===== src/rtl/nbs_pkg.sv =====
package nbs_pkg;

  typedef enum logic [2:0] {
    PH_IDLE,
    PH_SETUP,
    PH_STROBE,
    PH_HOLD,
    PH_WAIT
  } phase_t;

  typedef enum logic [1:0] {
    OP_CMD   = 2'd0,
    OP_ADDR  = 2'd1,
    OP_WRITE = 2'd2,
    OP_READ  = 2'd3
  } op_t;

  // Strobes from the control FSM to the pin datapath
  typedef struct packed {
    logic accept;     // request taken this cycle
    logic active;     // access in progress
    logic latchOn;    // setup, strobe or hold phase
    logic strobeOn;   // strobe phase
    logic capture;    // last strobe clock of a read
    logic sampleRdy;  // next cycle is idle: sample ready line
  } nbs_strb_t;

  localparam int FIELDS_PER_SET = 4;
  localparam int IDX_SETUP = 0;
  localparam int IDX_HOLD  = 1;
  localparam int IDX_WIDTH = 2;
  localparam int IDX_WAIT  = 3;

endpackage


===== src/rtl/nbs_ctrl.sv =====
module nbs_ctrl
  import nbs_pkg::*;
#(
  parameter int FIELD_W = 4
) (
  input  logic                     clk,
  input  logic                     rstN,
  input  logic                     reqValid,
  input  logic                     reqIsRead,
  input  logic [8*FIELD_W-1:0]     timingWord,
  output logic                     busy,
  output nbs_strb_t                strb
);

  localparam int CNT_W  = FIELD_W + 1;
  localparam int CFG_W  = 2 * FIELDS_PER_SET * FIELD_W;
  localparam int WR_OFS = FIELDS_PER_SET;

  phase_t             phase;
  logic [CNT_W-1:0]   cnt;
  logic               isRdQ;
  logic [CFG_W-1:0]   cfgQ;
  logic [FIELD_W-1:0] fld [FIELDS_PER_SET];
  logic [FIELD_W-1:0] inSetup;
  logic               cntDone;
  logic               waitZero;

  // Active field set, chosen by the captured direction
  for (genvar g = 0; g < FIELDS_PER_SET; g++) begin : g_fld
    assign fld[g] = isRdQ ? cfgQ[g*FIELD_W +: FIELD_W]
                          : cfgQ[(g+WR_OFS)*FIELD_W +: FIELD_W];
  end

  assign inSetup  = reqIsRead ? timingWord[IDX_SETUP*FIELD_W +: FIELD_W]
                              : timingWord[(IDX_SETUP+WR_OFS)*FIELD_W +: FIELD_W];
  assign cntDone  = (cnt == '0);
  assign waitZero = (fld[IDX_WAIT] == '0);

  always_ff @(posedge clk) begin
    if (!rstN) begin
      phase <= PH_IDLE;
      cnt   <= '0;
      isRdQ <= 1'b0;
      cfgQ  <= '0;
    end else begin
      unique case (phase)
        PH_IDLE: begin
          if (reqValid) begin
            phase <= PH_SETUP;
            cnt   <= CNT_W'(inSetup);
            isRdQ <= reqIsRead;
            cfgQ  <= timingWord;
          end
        end
        PH_SETUP: begin
          if (cntDone) begin
            phase <= PH_STROBE;
            cnt   <= CNT_W'(fld[IDX_WIDTH]);
          end else begin
            cnt <= cnt - 1'b1;
          end
        end
        PH_STROBE: begin
          if (cntDone) begin
            phase <= PH_HOLD;
            cnt   <= CNT_W'(fld[IDX_HOLD]);
          end else begin
            cnt <= cnt - 1'b1;
          end
        end
        PH_HOLD: begin
          if (cntDone) begin
            if (waitZero) begin
              phase <= PH_IDLE;
            end else begin
              phase <= PH_WAIT;
              cnt   <= {fld[IDX_WAIT], 1'b0} - 1'b1;
            end
          end else begin
            cnt <= cnt - 1'b1;
          end
        end
        PH_WAIT: begin
          if (cntDone) phase <= PH_IDLE;
          else         cnt   <= cnt - 1'b1;
        end
        default: phase <= PH_IDLE;
      endcase
    end
  end

  always_comb begin
    strb.accept    = (phase == PH_IDLE) && reqValid;
    strb.active    = (phase != PH_IDLE);
    strb.latchOn   = (phase == PH_SETUP) || (phase == PH_STROBE) || (phase == PH_HOLD);
    strb.strobeOn  = (phase == PH_STROBE);
    strb.capture   = (phase == PH_STROBE) && cntDone && isRdQ;
    strb.sampleRdy = ((phase == PH_IDLE) && !reqValid)
                   || ((phase == PH_HOLD) && cntDone && waitZero)
                   || ((phase == PH_WAIT) && cntDone);
  end

  assign busy = strb.active;

endmodule


===== src/rtl/nbs_datapath.sv =====
module nbs_datapath
  import nbs_pkg::*;
#(
  parameter int DATA_W = 8
) (
  input  logic              clk,
  input  logic              rstN,
  input  nbs_strb_t         strb,
  input  logic [1:0]        reqKind,
  input  logic [DATA_W-1:0] reqData,
  input  logic              forceCeActive,
  input  logic [DATA_W-1:0] nandDin,
  input  logic              nandRb,
  output logic [DATA_W-1:0] rdData,
  output logic              rdValid,
  output logic              devReady,
  output logic              nandCeN,
  output logic              nandCle,
  output logic              nandAle,
  output logic              nandWeN,
  output logic              nandReN,
  output logic [DATA_W-1:0] nandDout,
  output logic              nandDoe
);

  logic [1:0]        kindQ;
  logic [DATA_W-1:0] dataQ;
  logic              isWrite;

  always_ff @(posedge clk) begin
    if (!rstN) begin
      kindQ    <= OP_CMD;
      dataQ    <= '0;
      rdData   <= '0;
      rdValid  <= 1'b0;
      devReady <= 1'b0;
    end else begin
      if (strb.accept) begin
        kindQ <= reqKind;
        dataQ <= reqData;
      end
      if (strb.capture) rdData <= nandDin;
      rdValid <= strb.capture;
      if (strb.sampleRdy) devReady <= nandRb;
    end
  end

  assign isWrite  = (kindQ != OP_READ);
  assign nandCeN  = !(strb.active || forceCeActive);
  assign nandCle  = strb.latchOn && (kindQ == OP_CMD);
  assign nandAle  = strb.latchOn && (kindQ == OP_ADDR);
  assign nandWeN  = !(strb.strobeOn && isWrite);
  assign nandReN  = !(strb.strobeOn && !isWrite);
  assign nandDoe  = strb.latchOn && isWrite;
  assign nandDout = nandDoe ? dataQ : '0;

endmodule


===== src/rtl/nand_bus_sequencer.sv =====
module nand_bus_sequencer
  import nbs_pkg::*;
#(
  parameter int FIELD_W = 4,
  parameter int DATA_W  = 8
) (
  input  logic                 clk,
  input  logic                 rstN,
  input  logic [8*FIELD_W-1:0] timingWord,
  input  logic                 forceCeActive,
  input  logic                 reqValid,
  input  logic [1:0]           reqKind,
  input  logic [DATA_W-1:0]    reqData,
  output logic                 busy,
  output logic [DATA_W-1:0]    rdData,
  output logic                 rdValid,
  output logic                 devReady,
  output logic                 nandCeN,
  output logic                 nandCle,
  output logic                 nandAle,
  output logic                 nandWeN,
  output logic                 nandReN,
  output logic [DATA_W-1:0]    nandDout,
  output logic                 nandDoe,
  input  logic [DATA_W-1:0]    nandDin,
  input  logic                 nandRb
);

  nbs_strb_t strb;

  nbs_ctrl #(.FIELD_W(FIELD_W)) u_ctrl (
    .clk        (clk),
    .rstN       (rstN),
    .reqValid   (reqValid),
    .reqIsRead  (reqKind == OP_READ),
    .timingWord (timingWord),
    .busy       (busy),
    .strb       (strb)
  );

  nbs_datapath #(.DATA_W(DATA_W)) u_dp (
    .clk           (clk),
    .rstN          (rstN),
    .strb          (strb),
    .reqKind       (reqKind),
    .reqData       (reqData),
    .forceCeActive (forceCeActive),
    .nandDin       (nandDin),
    .nandRb        (nandRb),
    .rdData        (rdData),
    .rdValid       (rdValid),
    .devReady      (devReady),
    .nandCeN       (nandCeN),
    .nandCle       (nandCle),
    .nandAle       (nandAle),
    .nandWeN       (nandWeN),
    .nandReN       (nandReN),
    .nandDout      (nandDout),
    .nandDoe       (nandDoe)
  );

endmodule


===== config.mk =====
export PLATFORM = sky130hd
export DESIGN_NAME = nand_bus_sequencer
export DESIGN_NICKNAME = d
export VERILOG_FILES = /design/src/rtl/nbs_pkg.sv /design/src/rtl/nbs_ctrl.sv /design/src/rtl/nbs_datapath.sv /design/src/rtl/nand_bus_sequencer.sv
export SDC_FILE = /design/constraint.sdc
export NUM_CORES = 1
export LEC_CHECK = 0
export BUFFER_PORTS_ARGS = -buffer_cell sky130_fd_sc_hd__buf_2
export CAP_MARGIN = 20
export CORE_ASPECT_RATIO = 1.2
export CORE_UTILIZATION = 50
export CTS_BUF_LIST = sky130_fd_sc_hd__clkbuf_4
export CTS_CLUSTER_SIZE = 28
export DETAILED_ROUTE_END_ITERATION = 7
export PLACE_DENSITY = 0.78
export SLEW_MARGIN = 5
export SYNTH_ARGS = -nofsm -noshare
export SYNTH_HDL_FRONTEND = slang
export SYNTH_SLANG_ARGS = --single-unit

===== constraint.sdc =====
create_clock -name clk -period 6.2 [get_ports clk]
set_clock_uncertainty 0.1 [all_clocks]
set_input_delay 1.24 -clock clk [delete_from_list [all_inputs] [get_ports clk]]
set_output_delay 1.24 -clock clk [all_outputs]
set_load 0.05 [all_outputs]

After elaboration in Yosys (flattened, before gate mapping)
Index checks and enable logic that the tools add are counted.
{"block": "totals", "ff_bits": 61, "inputBits": 55, "out_inout_bits": 25}
{"block": "op_classes", "n_addsub": 2, "eq_ne": 14, "muxes": 19, "reduce_logical": 31}
{"operator": "two-way mux 5 bit", "n": 6}
{"operator": "case mux 5 bit (5 select lines)", "n": 1}
{"operator": "two-way mux 3 bit", "n": 6}
{"operator": "two-way mux 4 bit", "n": 4}
{"operator": "case mux 3 bit (5 select lines)", "n": 1}
{"operator": "logical AND 1 bit", "n": 12}
{"operator": "subtractor 5 x 1 -> 5 bit (second input constant)", "n": 2}
{"operator": "two-way mux 8 bit", "n": 1}
{"operator": "inequality test 2 bit (second input constant)", "n": 4}
{"operator": "equality test 3 x 2 -> 1 bit (second input constant)", "n": 2}
{"operator": "inequality test 2 x 1 -> 1 bit (second input constant)", "n": 3}
{"operator": "zero test 1 bit", "n": 5}
{"operator": "zero test 5 bit", "n": 1}
{"operator": "logical OR 1 bit", "n": 5}
{"operator": "AND reduction 5 bit", "n": 1}
{"operator": "nonzero test 5 bit", "n": 1}
{"operator": "zero test 4 bit", "n": 1}
{"operator": "AND reduction 4 bit", "n": 1}
{"operator": "equality test 3 x 1 -> 1 bit (second input constant)", "n": 1}
{"operator": "equality test 3 bit (second input constant)", "n": 1}
{"operator": "zero test 3 bit", "n": 1}
{"operator": "inequality test 3 bit (second input constant)", "n": 1}
{"operator": "nonzero test 3 bit", "n": 1}
{"operator": "equality test 2 x 1 -> 1 bit (second input constant)", "n": 1}
{"operator": "other kinds (3)", "n": 3}

Logic depth before layout (Yosys ltp)
{"block": "logic_depth", "word_depth": 5, "depth_mapped": 9}

Hierarchy
A second synthesis with hierarchy kept.
{"block": "hier_totals", "hier_cells": 316, "hier_area_um2": 2805.2}
{"mod": "nbs_ctrl", "n_inst": 1, "cells_each": 237, "area_each_um2": 1954.4, "seq_area_each_um2": 660.6}
{"mod": "nbs_datapath", "n_inst": 1, "cells_each": 78, "area_each_um2": 844.6, "seq_area_each_um2": 400.4}
{"mod": "nand_bus_sequencer", "n_inst": 1, "cells_each": 1, "area_each_um2": 6.3, "seq_area_each_um2": 0.0}

Worst setup path before layout
Ideal clock, no wire load.
{"block": "synth_path", "path_type": "reg-to-output", "startpoint": "reg u_ctrl.phase[2]", "endpoint": "out nandAle", "arrival_time_ns": 2.323, "setup_slack_ns": 2.537, "path_stages_with_launch": 4, "path_buffers": 2, "path_cell_list": "dfxtp_1 -> clkbuf_1 -> clkbuf_1 -> nor4b_1"}
{"block": "synth_via", "elab_chain_len": 4}
{"item": "start: declaration", "line_no": "nbs_ctrl.sv:19", "rtl": "phase_t phase;"}
{"item": "start signal: assignment", "line_no": "nbs_ctrl.sv:41", "rtl": "phase <= PH_IDLE;"}
{"item": "start signal: assignment", "line_no": "nbs_ctrl.sv:49", "rtl": "phase <= PH_SETUP;"}
{"item": "start signal: assignment", "line_no": "nbs_ctrl.sv:57", "rtl": "phase <= PH_STROBE;"}
{"item": "equality test 3 x 1 -> 1 bit or equality test 3 x 2 -> 1 bit (tied branches)", "line_no": "nbs_ctrl.sv:95", "rtl": "strb.latchOn = (phase == PH_SETUP) || (phase == PH_STROBE) || (phase == PH_HOLD);"}
{"item": "logical OR 1 bit", "line_no": "nbs_ctrl.sv:95"}
{"item": "logical OR 1 bit (*)", "line_no": "nbs_ctrl.sv:95"}
{"item": "logical AND 1 bit (*)", "line_no": "nbs_datapath.sv:51", "rtl": "assign nandAle = strb.latchOn && (kindQ == OP_ADDR);"}
{"item": "end: declaration", "line_no": "nand_bus_sequencer.sv:20", "rtl": "output logic nandAle,"}
Mark *: on every way between the ends. The rest lies on a longest branch, timed or not.

Final worst setup path
{"block": "layout_path", "startpoint": "reg u_ctrl.phase[1]", "endpoint": "out nandDout[0]"}
{"block": "layout_via", "elab_chain_len": 5}
{"item": "equality test 3 x 1 -> 1 bit or equality test 3 x 2 -> 1 bit (tied branches)", "line_no": "nbs_ctrl.sv:95"}
{"item": "logical OR 1 bit", "line_no": "nbs_ctrl.sv:95"}
{"item": "logical OR 1 bit (*)", "line_no": "nbs_ctrl.sv:95"}
{"item": "logical AND 1 bit (*)", "line_no": "nbs_datapath.sv:54", "rtl": "assign nandDoe = strb.latchOn && isWrite;"}
{"item": "two-way mux 8 bit (*)", "line_no": "nbs_datapath.sv:55", "rtl": "assign nandDout = nandDoe ? dataQ : '0;"}
{"item": "end: declaration", "line_no": "nand_bus_sequencer.sv:23", "rtl": "output logic [DATA_W-1:0] nandDout,"}
Marked as above.

==> impl_summary.md <==
Status
The flow ran to the end, and the final reports show no timing, DRC or antenna violations.

Clocking
The clock transition time at the flip-flop clock pins of the worst setup and hold paths is roughly 0.15 ns. The number of hold-repair buffers added at the cts stage is 0. The number of H-tree levels is 2.

The clock passes through at most 2 buffers. The post-cts resize count is 0. The clock drives 53 sinks. The latest clock arrival within the worst-skew pair is approximately 0.38 ns. TritonCTS built the clock tree.

TritonCTS created 5 clock buffers. The root buffer selected by CTS is clkbuf_4. The post-CTS setup-driven buffer insertion count is 0.

Layout
The repair_antennas step left the layout with diodes totalling 0. From synthesis to final layout, the design area changed by 19.1%. The post-layout net count is approximately 470. Counting the fill cells in the layout gives 483. The final core utilization is 0.629. The fraction of layout cells with a size suffix above 1 is 0.245.

Timing
The timing-limited maximum frequency is around 290 MHz. The slew at the pin with the worst max-slew slack is about 0.83 ns. Setup violations remaining at the end of the flow were counted as 0. The count of pins over their slew limit is 0.

Dividing the final minimum period by the clock period gives 0.554. The final critical path time including I/O delays and setup is 3.44 ns. The relative max-transition margin is 0.447.

The total negative slack for setup checks is 0 ns. The final number of hold-violating endpoints is 0. Setup repair after global routing left no endpoint under its margin.

Synth
The dominant synthesized flop cell is dfxtp_1. The post-synthesis instance area is around 0.0027 mm2. The flop and latch count out of synthesis is 53.

After technology mapping, the gate count stands at around 340. The number of different library cells used by synthesis comes to 47. The sequential share of the synthesized area is 0.398. The number of flops mapped to enable cells by yosys is 0. For this run, asynchronously set or reset flops after synthesis account for 0. The Yosys step of the flow raised 0 warnings.

The mean instance size in the synthesized netlist is 7.86 um2. The net count of the mapped netlist is approximately 400.

Drt
The total via count after detailed routing is approximately 2600. The first detailed-routing pass ran for 4 iterations. The via density per instance is approximately 5.5. For this block, the routed nets add up to between 6000 and 7000 um of wire. Once detail routing completed, the nets flagged for antenna violations numbered 0. The detail-routed net length per standard cell is 13.7 um.

After detailed routing, the number of remaining DRC violations is 0. For this block, the initial DRC count from the detailed router was approximately 160.

Floorplan
The floorplan die area is around 0.0056 mm2. The initial core utilization is 0.528. From bottom edge to top edge, the die measures slightly above 80 um. The overall die width is 68.6 um. The initialized floorplan defines 28 standard-cell rows. 80 I/O pins were placed. In this run the standard cell core region covers slightly above 0.005 mm2.

Worst hold path
The tightest min-delay check is of the reg2reg type. The endpoint with the worst hold slack is u_dp.dataQ[1]$_SDFFE_PN0P_. The worst hold path stage count is 2. The critical hold path startpoint is u_dp.dataQ[1]$_SDFFE_PN0P_.

GRT
The leftover overflow at the end of global routing is 0. Entering global routing, the biggest net connects 46 pins. The overall routing resource usage is 0.242. The via count of the first global-routing pass is between 2000 and 2500. The wire length of the first global-routing pass is slightly above 10000 um. The initial antenna violation count came to 0.

Power and ir drop
IR analysis of the VDD net gives a maximum drop of 0.260 mV. The static power due to leakage is 1.34 nW. The power density over cell area is approximately 430 mW/mm2.

Setup path
The worst setup path is captured at an output port. Of all nets on the critical path, the largest fanout is 19. The worst setup path is launched from a flip-flop. Data on the critical path arrives at its endpoint at roughly 2.1 ns. For flop-to-flop paths, the worst setup slack is ~3.5 ns. The worst setup path category is reg2out.

The worst register-to-register path has a depth of 7. In this run the critical register-to-register path is captured at u_ctrl.cnt[2]$_SDFFE_PN0P_. The worst reg2reg path startpoint is u_ctrl.isRdQ$_SDFFE_PN0P_. The required arrival time at the worst endpoint is slightly below 5 ns.

Place
The placer's final routability congestion estimate is 0.849. Once detailed placement completed, the half-perimeter wirelength came to around 4600 um. Input and output buffers added on the ports amount to 79.

Run
The max-capacitance violation count is 0.
-- metrics by stage --
step                      hold WS, ns  area (um2)  power [mW]  worst slack, ns  std cells
final                           0.359        3170        1.36             2.76        468
after global routing            0.387        3170        1.45             2.66        468
after CTS                       0.363        3130        1.34             2.75        466
after detailed placement        0.344        3050        1.14             3.18        458
after global placement          0.340        3050        1.13             3.18        458
after floorplan                 0.332        2660       0.994             2.54        339
-- registers in the layout, indices dropped and copies added (netlist names) --
name	count
u_ctrl.cfgQ	24
u_dp.dataQ	8
u_dp.rdData	8
u_ctrl.cnt	5
u_ctrl.phase	3
u_dp.kindQ	2
u_ctrl.isRdQ	1
u_dp.devReady	1
u_dp.rdValid	1
-- synthesized netlist by cell type (all sizes together) (2+ instances only) --
| cell | n | area (um2) |
|---|---|---|
| o22ai | 4 | 37.5 |
| nor4b | 2 | 32.5 |
| buf | 5 | 31.3 |
| xnor2 | 2 | 17.5 |
| or2 | 3 | 21.3 |
| dfxtp | 53 | 1060 |
| mux2 | 2 | 22.5 |
| and2 | 11 | 68.8 |
| clkbuf | 16 | 60.1 |
| xor2 | 3 | 26.3 |
| ha | 3 | 37.5 |
| nor2 | 20 | 82.6 |
| o21ai | 9 | 45.0 |
| nor3 | 8 | 40.0 |
| nand2 | 85 | 322 |
| nor4 | 3 | 18.8 |
| nand3 | 4 | 20.0 |
| a221oi | 4 | 35.0 |
| a21oi | 42 | 210 |
| o32ai | 3 | 26.3 |
| inv | 8 | 30.0 |
| a211oi | 3 | 22.5 |
| nand2b | 3 | 18.8 |
| and3 | 7 | 43.8 |
| nor2b | 3 | 18.8 |
| mux2i | 18 | 180 |
-- cell usage in the layout, fill, tap and decap left out, types with 2 or more instances in the layout --
cell,n
o22ai_2,2
clkbuf_4,6
inv_1,8
o21ai_0,9
nand2b_1,3
nor2_1,19
a211oi_1,3
nor4_1,3
mux2i_1,18
or2_2,2
ha_1,3
a21oi_1,42
nand3_1,4
buf_2,79
a221oi_1,4
and3_1,7
dfxtp_1,53
and2_1,11
xor2_1,3
nor3_1,8
nand2_1,84
o22ai_1,2
mux2_2,2
nor2b_1,3
o32ai_1,3
xnor2_1,2
-- report_power, final --
part / switching [mW] / internal, mW / total [mW]
clock network: 0.107 / 0.0885 / 0.195
logic: 0.430 / 0.255 / 0.685
registers: 0.0742 / 0.402 / 0.476
-- cell families (layout without fill, tap and decap cells) --
group / Yosys count / count (layout) / share of synthesized area
fa+ha+maj: 3 / 3 / 0.0141
mux: 20 / 20 / 0.0761
simple gates: 152 / 152 / 0.268
buf+inv: 29 / 98 / 0.0456
xor+xnor: 5 / 5 / 0.0164
compound gates: 77 / 77 / 0.181
flops: 53 / 53 / 0.398
-- cell type report --
class | count | area [um2] | share of cell area
clock buffer | 6 | 45.0 | 0.0142
multi-input combinational | 257 | 1480 | 0.467
inverter | 8 | 30.0 | 0.00947
sequential | 53 | 1060 | 0.335
tap | 60 | 75.1 | 0.0237
timing repair buffer | 82 | 445 | 0.140
clock inverter | 2 | 33.8 | 0.0107
-- metal layers --
layer	track usage	routed length, um	up-vias
li1	-	-	1300
met3	0.0569	249	11
met5	0	0	-
met1	0.301	2810	1187
met4	0.0792	93	0
met2	0.403	3260	60
-- worst max-delay path by stage --
stage | from | to | slack, ns | cells after the start
after floorplan | u_ctrl.phase[2]$_SDFFE_PN0P_ | nandAle | 2.54 | 3
after global placement | forceCeActive | nandCeN | 3.18 | 3
after detailed placement | forceCeActive | nandCeN | 3.18 | 3
after CTS | u_ctrl.phase[1]$_SDFFE_PN0P_ | nandDout[0] | 2.75 | 4
after global routing | u_ctrl.phase[2]$_SDFFE_PN0P_ | nandDout[1] | 2.66 | 4
final | u_ctrl.phase[1]$_SDFFE_PN0P_ | nandDout[0] | 2.76 | 4
-- worst max-delay path: stages, from the launching register on --
cell and delay (ns):
dfxtp_1 0.70, or2_2 0.26, and3_1 0.33, and2_1 0.17
buf_2 0.26
Note: power is estimated with default switching activity, not from simulation.
